<file path="src/rtl/irqp_pkg.sv">
package irqp_pkg;

  localparam logic [1:0] KIND_SW    = 2'd0;
  localparam logic [1:0] KIND_EDGE  = 2'd1;
  localparam logic [1:0] KIND_LEVEL = 2'd2;
  localparam logic [1:0] KIND_NMI   = 2'd3;

  // Acceptance rule: non-maskable level always, otherwise strictly above the
  // current level and inside the configured range. Level 0 means "none".
  function automatic logic level_ok(input logic [7:0] plev,
                                    input logic [7:0] cur,
                                    input logic [7:0] top_lvl,
                                    input logic [7:0] nmi_lvl);
    return (plev != 8'd0) &&
           ((plev == nmi_lvl) || ((plev > cur) && (plev <= top_lvl)));
  endfunction

endpackage

</file>
<file path="src/rtl/irqp_line_bank.sv">
module irqp_line_bank #(
  parameter int N_LINES = 8,
  parameter logic [2*N_LINES-1:0] LINE_KIND = '0
) (
  input  logic               clk,
  input  logic               rst_n,
  input  logic [N_LINES-1:0] irq_in,
  input  logic               sw_set_valid,
  input  logic               sw_clr_valid,
  input  logic [N_LINES-1:0] sw_data,
  input  logic               nmi_clear,
  output logic [N_LINES-1:0] pend
);
  import irqp_pkg::*;

  logic [N_LINES-1:0] irq_q;
  logic [N_LINES-1:0] rise;
  logic [N_LINES-1:0] set_hit;
  logic [N_LINES-1:0] clr_hit;
  logic [N_LINES-1:0] pend_d;

  assign rise    = irq_in & ~irq_q;
  assign set_hit = sw_set_valid ? sw_data : '0;
  assign clr_hit = sw_clr_valid ? sw_data : '0;

  for (genvar i = 0; i < N_LINES; i++) begin : g_line
    if (LINE_KIND[2*i +: 2] == KIND_SW) begin : g_sw
      assign pend_d[i] = (pend[i] & ~clr_hit[i]) | set_hit[i];
      assert_sw_set_R2: assert property (@(posedge clk) disable iff (!rst_n)
        set_hit[i] |=> pend[i]);
      assert_sw_clear_R3: assert property (@(posedge clk) disable iff (!rst_n)
        (clr_hit[i] && !set_hit[i]) |=> !pend[i]);
    end else if (LINE_KIND[2*i +: 2] == KIND_EDGE) begin : g_edge
      assign pend_d[i] = (pend[i] & ~clr_hit[i]) | rise[i];
      assert_rise_beats_clear_R9: assert property (@(posedge clk) disable iff (!rst_n)
        rise[i] |=> pend[i]);
      assert_edge_ignores_set_R2: assert property (@(posedge clk) disable iff (!rst_n)
        (!pend[i] && !rise[i] && set_hit[i]) |=> !pend[i]);
    end else if (LINE_KIND[2*i +: 2] == KIND_LEVEL) begin : g_level
      assign pend_d[i] = irq_in[i];
      assert_level_mirror_R4: assert property (@(posedge clk) disable iff (!rst_n)
        1'b1 |=> (pend[i] == $past(irq_in[i])));
    end else begin : g_nmi
      assign pend_d[i] = (pend[i] & ~nmi_clear) | rise[i];
      assert_nmi_autoclear_R8: assert property (@(posedge clk) disable iff (!rst_n)
        (nmi_clear && !rise[i]) |=> !pend[i]);
      assert_nmi_ignores_sw_R3: assert property (@(posedge clk) disable iff (!rst_n)
        (pend[i] && !nmi_clear && clr_hit[i]) |=> pend[i]);
    end
  end

  always_ff @(posedge clk) begin
    if (!rst_n) begin
      irq_q <= '0;
      pend  <= '0;
    end else begin
      irq_q <= irq_in;
      pend  <= pend_d;
    end
  end

endmodule

</file>
<file path="src/rtl/irqp_level_pick.sv">
module irqp_level_pick #(
  parameter int N_LINES = 8,
  parameter int LVL_W   = 3,
  parameter logic [N_LINES*LVL_W-1:0] LINE_LEVEL = '0,
  parameter logic [2*N_LINES-1:0]     LINE_KIND  = '0
) (
  input  logic [N_LINES-1:0] pend,
  input  logic [N_LINES-1:0] enable,
  output logic [LVL_W-1:0]   pick
);
  import irqp_pkg::*;

  localparam int N_LVL = 1 << LVL_W;

  logic [N_LINES-1:0] elig;
  logic [N_LVL-1:0]   hit;

  for (genvar i = 0; i < N_LINES; i++) begin : g_elig
    if (LINE_KIND[2*i +: 2] == KIND_NMI) begin : g_nmi
      assign elig[i] = pend[i];
    end else begin : g_mask
      assign elig[i] = pend[i] & enable[i];
    end
  end

  // One OR-reduction per level over the lines statically assigned to it.
  for (genvar lv = 0; lv < N_LVL; lv++) begin : g_lvl
    logic [N_LINES-1:0] members;
    for (genvar i = 0; i < N_LINES; i++) begin : g_mem
      assign members[i] = (LINE_LEVEL[i*LVL_W +: LVL_W] == LVL_W'(lv));
    end
    if (lv == 0) begin : g_zero
      assign hit[lv] = 1'b0;
    end else begin : g_any
      assign hit[lv] = |(members & elig);
    end
  end

  always_comb begin
    pick = '0;
    for (int lv = 1; lv < N_LVL; lv++) begin
      if (hit[lv]) pick = LVL_W'(lv);
    end
  end

endmodule

</file>
<file path="src/rtl/irqp_unit.sv">
module irqp_unit #(
  parameter int N_LINES    = 8,
  parameter int LVL_W      = 3,
  parameter int NUM_LEVELS = 5,
  parameter int NMI_LEVEL  = 7,
  // line 7..0 levels: 6,7,5,3,4,2,3,1
  parameter logic [N_LINES*LVL_W-1:0] LINE_LEVEL =
    {3'd6, 3'd7, 3'd5, 3'd3, 3'd4, 3'd2, 3'd3, 3'd1},
  // line 7..0 kinds: sw, nmi, level, level, edge, edge, sw, sw
  parameter logic [2*N_LINES-1:0] LINE_KIND =
    {2'd0, 2'd3, 2'd2, 2'd2, 2'd1, 2'd1, 2'd0, 2'd0}
) (
  input  logic               clk,
  input  logic               rst_n,
  input  logic [N_LINES-1:0] irq_in,
  input  logic               sw_set_valid,
  input  logic               sw_clr_valid,
  input  logic [N_LINES-1:0] sw_data,
  input  logic               enable_wr,
  input  logic [N_LINES-1:0] enable_data,
  input  logic               cur_level_wr,
  input  logic [LVL_W-1:0]   cur_level_data,
  input  logic               wfi_req,
  input  logic [LVL_W-1:0]   wfi_level,
  output logic [N_LINES-1:0] pend_o,
  output logic [LVL_W-1:0]   cur_level_o,
  output logic               take_o,
  output logic [LVL_W-1:0]   take_level_o,
  output logic               halted_o
);
  import irqp_pkg::*;

  localparam logic [7:0] TOP_LVL = 8'(NUM_LEVELS);
  localparam logic [7:0] NMI_LVL = 8'(NMI_LEVEL);

  logic [N_LINES-1:0] enable_q;
  logic [LVL_W-1:0]   cur_q;
  logic               halted_q;
  logic [N_LINES-1:0] pend;
  logic [LVL_W-1:0]   pick;
  logic               accept_now;
  logic               accept_wfi;
  logic               nmi_clear;
  logic [N_LINES-1:0] nmi_lines;

  for (genvar i = 0; i < N_LINES; i++) begin : g_nmask
    assign nmi_lines[i] = (LINE_KIND[2*i +: 2] == KIND_NMI);
  end

  irqp_line_bank #(.N_LINES(N_LINES), .LINE_KIND(LINE_KIND)) u_bank (
    .clk(clk), .rst_n(rst_n), .irq_in(irq_in),
    .sw_set_valid(sw_set_valid), .sw_clr_valid(sw_clr_valid), .sw_data(sw_data),
    .nmi_clear(nmi_clear), .pend(pend)
  );

  irqp_level_pick #(.N_LINES(N_LINES), .LVL_W(LVL_W),
                    .LINE_LEVEL(LINE_LEVEL), .LINE_KIND(LINE_KIND)) u_pick (
    .pend(pend), .enable(enable_q), .pick(pick)
  );

  assign accept_now = level_ok(8'(pick), 8'(cur_q), TOP_LVL, NMI_LVL);
  assign accept_wfi = level_ok(8'(pick), 8'(wfi_level), TOP_LVL, NMI_LVL);
  assign nmi_clear  = accept_now && (8'(pick) == NMI_LVL);

  always_ff @(posedge clk) begin
    if (!rst_n) begin
      enable_q <= '0;
      cur_q    <= '0;
      halted_q <= 1'b0;
    end else begin
      if (enable_wr) enable_q <= enable_data;
      if (wfi_req)           cur_q <= wfi_level;
      else if (cur_level_wr) cur_q <= cur_level_data;
      if (wfi_req) halted_q <= !accept_wfi;
      else         halted_q <= halted_q && !accept_now;
    end
  end

  assign pend_o       = pend;
  assign cur_level_o  = cur_q;
  assign take_o       = accept_now;
  assign take_level_o = pick;
  assign halted_o     = halted_q;

  assert_take_gate_R6: assert property (@(posedge clk) disable iff (!rst_n)
    take_o |-> ((8'(take_level_o) == NMI_LVL) ||
                ((take_level_o > cur_level_o) && (8'(take_level_o) <= TOP_LVL))));
  assert_nmi_always_R7: assert property (@(posedge clk) disable iff (!rst_n)
    (|(pend & nmi_lines)) |-> (take_o && (8'(take_level_o) == NMI_LVL)));
  assert_halt_source_R10: assert property (@(posedge clk) disable iff (!rst_n)
    $rose(halted_o) |-> $past(wfi_req));
  assert_wfi_level_R10: assert property (@(posedge clk) disable iff (!rst_n)
    wfi_req |=> (cur_level_o == $past(wfi_level)));
  assert_cur_load_R11: assert property (@(posedge clk) disable iff (!rst_n)
    (cur_level_wr && !wfi_req) |=> (cur_level_o == $past(cur_level_data)));

endmodule

</file>
<file path="config.mk">
export PLATFORM = sky130hd
export DESIGN_NAME = irqp_unit
export DESIGN_NICKNAME = d
export VERILOG_FILES = /design/src/rtl/irqp_pkg.sv /design/src/rtl/irqp_line_bank.sv /design/src/rtl/irqp_level_pick.sv /design/src/rtl/irqp_unit.sv
export SDC_FILE = /design/constraint.sdc
export NUM_CORES = 1
export LEC_CHECK = 0
export ABC_AREA = 1
export BUFFER_PORTS_ARGS = -buffer_cell sky130_fd_sc_hd__buf_2
export CAP_MARGIN = 20
export CORE_UTILIZATION = 35
export DETAILED_ROUTE_END_ITERATION = 12
export PLACE_DENSITY = 0.63
export SLEW_MARGIN = 20
export SYNTH_ARGS = -nofsm -noshare
export SYNTH_HDL_FRONTEND = slang
export SYNTH_SLANG_ARGS = --single-unit
</file>
<file path="constraint.sdc">
create_clock -name clk -period 2.92 [get_ports clk]
set_input_delay 0.292 -clock clk [delete_from_list [all_inputs] [get_ports clk]]
set_output_delay 0.292 -clock clk [all_outputs]
set_load 0.005 [all_outputs]
</file>
Word level (Yosys, flattened, before mapping):

Cells that the tools add are included.

* register bits after elaboration: 27
* word-level logic and storage cells: 61
* output and inout port bits: 16
* input bits: 37

* muxes and demuxes: 12
* magnitude comparators: 3
* reduce and logical (&&, ||, !) cells: 13
* equal/unequal tests: 1
* bitwise logic cells: 27

Operator list (number)
* 2-to-1 mux 3 bit: 8
* 2-to-1 mux 8 bit: 2
* AND 1 bit: 13
* AND 7 bit: 1
* inverter 7 bit: 1
* > comparator 3 bit: 2
* logical AND 1 bit: 6
* inverter 1 bit: 6
* OR 1 bit: 6
* equality test 3 bit (second input constant): 1
* less-or-equal comparator 3 bit (second input constant): 1
* nonzero test 3 bit: 1
* logical NOT 1 bit: 2
* logical OR 1 bit: 2
* 2-to-1 mux 1 bit: 2
* nonzero test 2 bit: 1
* OR reduction 2 bit: 1

Depth between registers and ports, before layout:

* word-level depth: 16
* depth in mapped cells: 16
* mapped depth without buffers: 16

Hierarchy:

Synthesis repeated with hierarchy kept, for this count alone.

* cells, all modules: 158
* area, all modules: 1144.8 um^2

Modules (own cells, without submodules)
* irqp_unit: area each 656.9 um^2, cells each 91, seq. area each 240.2 um^2, times used 1
* irqp_line_bank: area each 387.9 um^2, cells each 45, seq. area each 220.2 um^2, times used 1
* irqp_level_pick: area each 100.1 um^2, cells each 22, seq. area each 0.0 um^2, times used 1

Least setup slack after synthesis:

Ideal clock, no wire load.

* path type: register to output
* from: register u_bank.pend[1]
* to: output take_o
* path buffers: 0
* data required time: 2628 ps
* stages on the path, launching flop included: 16
* data arrival time: 1373 ps
* path slack: 1255 ps
* path through: dfxtp_1 > nand2_1 > nand2_1 > inv_1 > nand2_1 > nand2_1 > nand2_1 > nand2_1 > nand2_1 > inv_1 > ha_1 > nand3_1 > nand3_1 > nand2_1 > nand2_1 > inv_1

* longest elaborated chain between the ends: 11
* elaborated cells between the ends (all ways): 14
* classes of those cells: order compare: 2; eq/ne: 1; mux: 5; bitwise: 1; reduce/logical: 5

Ends and longest elaborated chain
* start: declaration: line irqp_line_bank.sv:12 `output logic [N_LINES-1:0] pend`
* start signal: assignment: line irqp_line_bank.sv:58 `pend <= pend_d;`
* AND 1 bit (*): line irqp_level_pick.sv:22 `assign elig[i] = pend[i] & enable[i];`
* OR reduction 2 bit (*): line irqp_level_pick.sv:35 `assign hit[lv] = |(members & elig);`
* 2-to-1 mux 3 bit (*) (5 in series): line irqp_level_pick.sv:42 `if (hit[lv]) pick = LVL_W'(lv);`
* net take_level_o[0]: line irqp_unit.sv:28 `output logic [LVL_W-1:0] take_level_o,`
* > comparator 3 bit / less-or-equal comparator 3 bit (equally long branches): line irqp_pkg.sv:15 `((plev == nmi_lvl) || ((plev > cur) && (plev <= top_lvl)));`
* logical AND 1 bit: line irqp_pkg.sv:15
* logical OR 1 bit: line irqp_pkg.sv:15
* logical AND 1 bit (*): line irqp_pkg.sv:14 `return (plev != 8'd0) &&`
* end: declaration: line irqp_unit.sv:27 `output logic take_o,`

The timed path passes the listed nets; every way through them passes the cells marked *.

Final worst setup path:

* from: register u_bank.pend[1]
* to: output take_o

* longest elaborated chain between the ends: 11
* elaborated cells between the ends (all ways): 14
* classes of those cells: order compare: 2; eq/ne: 1; mux: 5; bitwise: 1; reduce/logical: 5

Ends and longest elaborated chain (line)
* AND 1 bit (*): irqp_level_pick.sv:22
* OR reduction 2 bit (*): irqp_level_pick.sv:35
* 2-to-1 mux 3 bit (*) (5 in series): irqp_level_pick.sv:42
* > comparator 3 bit / less-or-equal comparator 3 bit (equally long branches): irqp_pkg.sv:15
* logical AND 1 bit: irqp_pkg.sv:15
* logical OR 1 bit: irqp_pkg.sv:15
* logical AND 1 bit (*): irqp_pkg.sv:14

Mark *: on every way between the ends. The rest lies on a longest branch, timed or not.

==> metrics.csv <==
metric,value,unit
CTS Buffer Depth,2,
dpl hpwl,1.79,mm
routed vias/inst,4.64,
Initial Util,0.373,
Layout Skew,0.00358,ns
cell area after synthesis,1040,um2
P_int,523,uW
Placeable Area,2780,um2
synthesis-to-layout area growth,28.6,%
critical path class,flop to primary output,
cell chain of the critical path,nand2_1 -> nand2_1 -> inv_1 -> nand2_1 -> nand2_1 -> nand2_1 -> ha_1 -> nand2_1 -> o21ai_0 -> nand3_1 -> nand2_1 -> nand2_1 -> inv_1 -> buf_2,
net switching power figure,176,uW
Placed Instances,224,
I/O pin cnt,53,
Final GP Congestion,0.786,
Clock Pin Slew Worst Setup and Hold Paths,0.12,ns
"commonest non-fill, non-tap cell in the layout",nand2_1,
PostCTS Resize Cnt,0,
Layout Utilization,0.480,
GRT overflow,0,
status,"finished, final reports clean",
crit-path max FO,3,
cell mode on critical path,nand2_1,
reg2reg path depth,14,
Critical Path Slowest Stage Cell,dfxtp_1,
"area leader, netlist",dfxtp_1,
share of the synthesized area in the top cell type,0.424,
startpoint class of the critical path,flop,
cts bufs inserted,3,
Post-Synthesis Mean Instance Area,6.88,um2
WL final,2.21,mm
Mapped Nets,194,
Final Hold Viols,0,
die height,56.5,um
first-pass GRT wire length,3.73,mm
# nets final,241,
Crit. End Element,primary output,
Tcrit/Tclk final,0.757,
worst endpoint required time,2.63,ns
final cell count without fillers,228,
number of global-route vias before repair,927,
GRT Total Usage,0.146,
hold path depth,3,
Filler cells,306,
fmax,0.452,GHz
max-slew headroom at the worst pin,0.816,
Final TNS setup,0,ns
largest net degree at the start of global routing,18,
clock sinks,22,
share of cells above drive strength 1,0.264,
Synth area leaders,"dfxtp_1 (42%), nand2_1 (17%), inv_1 (7.6%)",
Combinational Power Share,0.196,
Worst Hold Class,primary input to flop,
WL/cell,9.67,um
via count,1059,
number of diodes,0,
H-tree depth,1,
WP data arrival,1.92,ns
clk_lat worst skew,0.30,ns
initial antenna violation count,0,
CTS tree,done,
switching portion of total power,0.252,
die extent in x,56.5,um
"Worst Setup Slack, final",0.709,ns
maximum VDD drop,0.372,mV
PwrDens,523,nW/um2
placed cell area,1280,um2
Final min period,2.21,ns
Routed Antenna Nets,0,
# rows,19,
DRC,0,
most frequent cells in the layout,"nand2_1 (48), buf_2 (45), dfxtp_1 (22), inv_1 (21), nor2_1 (18)",
sequential area share after synthesis,0.424,
dpl ws,1.04,ns
Clock power frac,0.326,
Netlist cell types,13,
max-cap viol count,0,
RSZ-0062 raised after global routing,false,
I/O Buffers,45,
final instance area,1340,um2
Slew @ Worst Pin,0.276,ns
Max Slew Vio Count,0,
Leakage,0.772,nW
Post-CTS Setup Inserts,0,
Yosys warning total,0,
Starting DRT DRC Count,52,
Worst path max stage delay,0.36,ns
Sequential Power Share,0.478,
Root Driver,clkbuf_4,
Seq cells post-synth,22,
total die area,3190,um2
synthesized instance count,151,
hold buffers post-CTS,0,
Setup Viol. Count Final,0,
First-pass DRT Iterations,4,
path summary, 6_finish.rpt:
kind / start / end / slack (ns)
min: irq_in[4] / u_bank.irq_q[4]$_SDFF_PN0_ / 0.16
max reg2reg: u_bank.pend[1]$_SDFF_PN0_ / halted_o$_SDFF_PN0_ / 1.23
max: u_bank.pend[1]$_SDFF_PN0_ / take_o / 0.71
min reg2reg: u_bank.irq_q[6]$_SDFF_PN0_ / u_bank.pend[6]$_SDFF_PN0_ / 0.40
cell usage after synthesis (all sizes together):
cell    instances
o21ai          12
buf             3
ha              6
nand2          49
o211ai          1
a21oi           9
dfxtp          22
nor2           18
inv            21
nand3          10
metrics by stage:
step / total power [mW] / hold slack [ns]
6_report: 0.698 / 0.163
5_1_grt: 0.746 / 0.146
4_1_cts: 0.707 / 0.156
3_5_place_dp: 0.479 / 0.391
3_3_place_gp: 0.474 / 0.377
2_1_floorplan: 0.420 / 0.368
cell type report:
type | instances | area [um2] | share of cell area
clock buffers | 3 | 22.5 | 0.0169
clock inverters | 1 | 30.0 | 0.0225
inverters | 21 | 78.8 | 0.0590
multi-input cells | 105 | 499 | 0.374
flip-flops and latches | 22 | 440 | 0.330
well taps | 31 | 38.8 | 0.0291
repair buffers | 45 | 225 | 0.169
power by group through the flow:
| stage | combinational, mW | sequential [mW] | clock, mW |
|---|---|---|---|
| global route | 0.159 | 0.337 | 0.250 |
| detailed placement | 0.138 | 0.341 | 0 |
| global placement | 0.134 | 0.340 | 0 |
| finish | 0.137 | 0.334 | 0.228 |
| CTS | 0.139 | 0.334 | 0.235 |
| floorplan | 0.0815 | 0.339 | 0 |
worst max-delay path, delay by kind of cell, from the launching register on:
family	cells	cell delay (ns)
AOI/OAI and AO/OA	1	0.13
adders and majority gates	1	0.32
buffers and inverters	3	0.21
DFF	1	0.36
and+or+nand+nor	9	0.60
metal layers:
| metal | vias to the layer above | wire (um) | global-route usage |
|---|---|---|---|
| met5 | - | 0 | 0 |
| met4 | 0 | 10 | 0.0418 |
| met3 | 2 | 123 | 0.0276 |
| met2 | 36 | 983 | 0.244 |
| met1 | 459 | 1090 | 0.191 |
| li1 | 562 | - | - |
cells by family (layout without fill, tap and decap cells):
group	Yosys count	after routing	synth area share
buffers and inverters	24	70	0.0952
and+or+nand+nor	77	77	0.293
AOI/OAI and AO/OA	22	22	0.116
adders and majority gates	6	6	0.0723
DFF	22	22	0.424
registers in the layout, indices dropped and copies added, names as in the netlist:
register / flops
cur_level_o: 3
enable_q: 7
halted_o: 1
u_bank.irq_q: 5
u_bank.pend: 6
No activity file was read; power rests on OpenSTA's default activity.
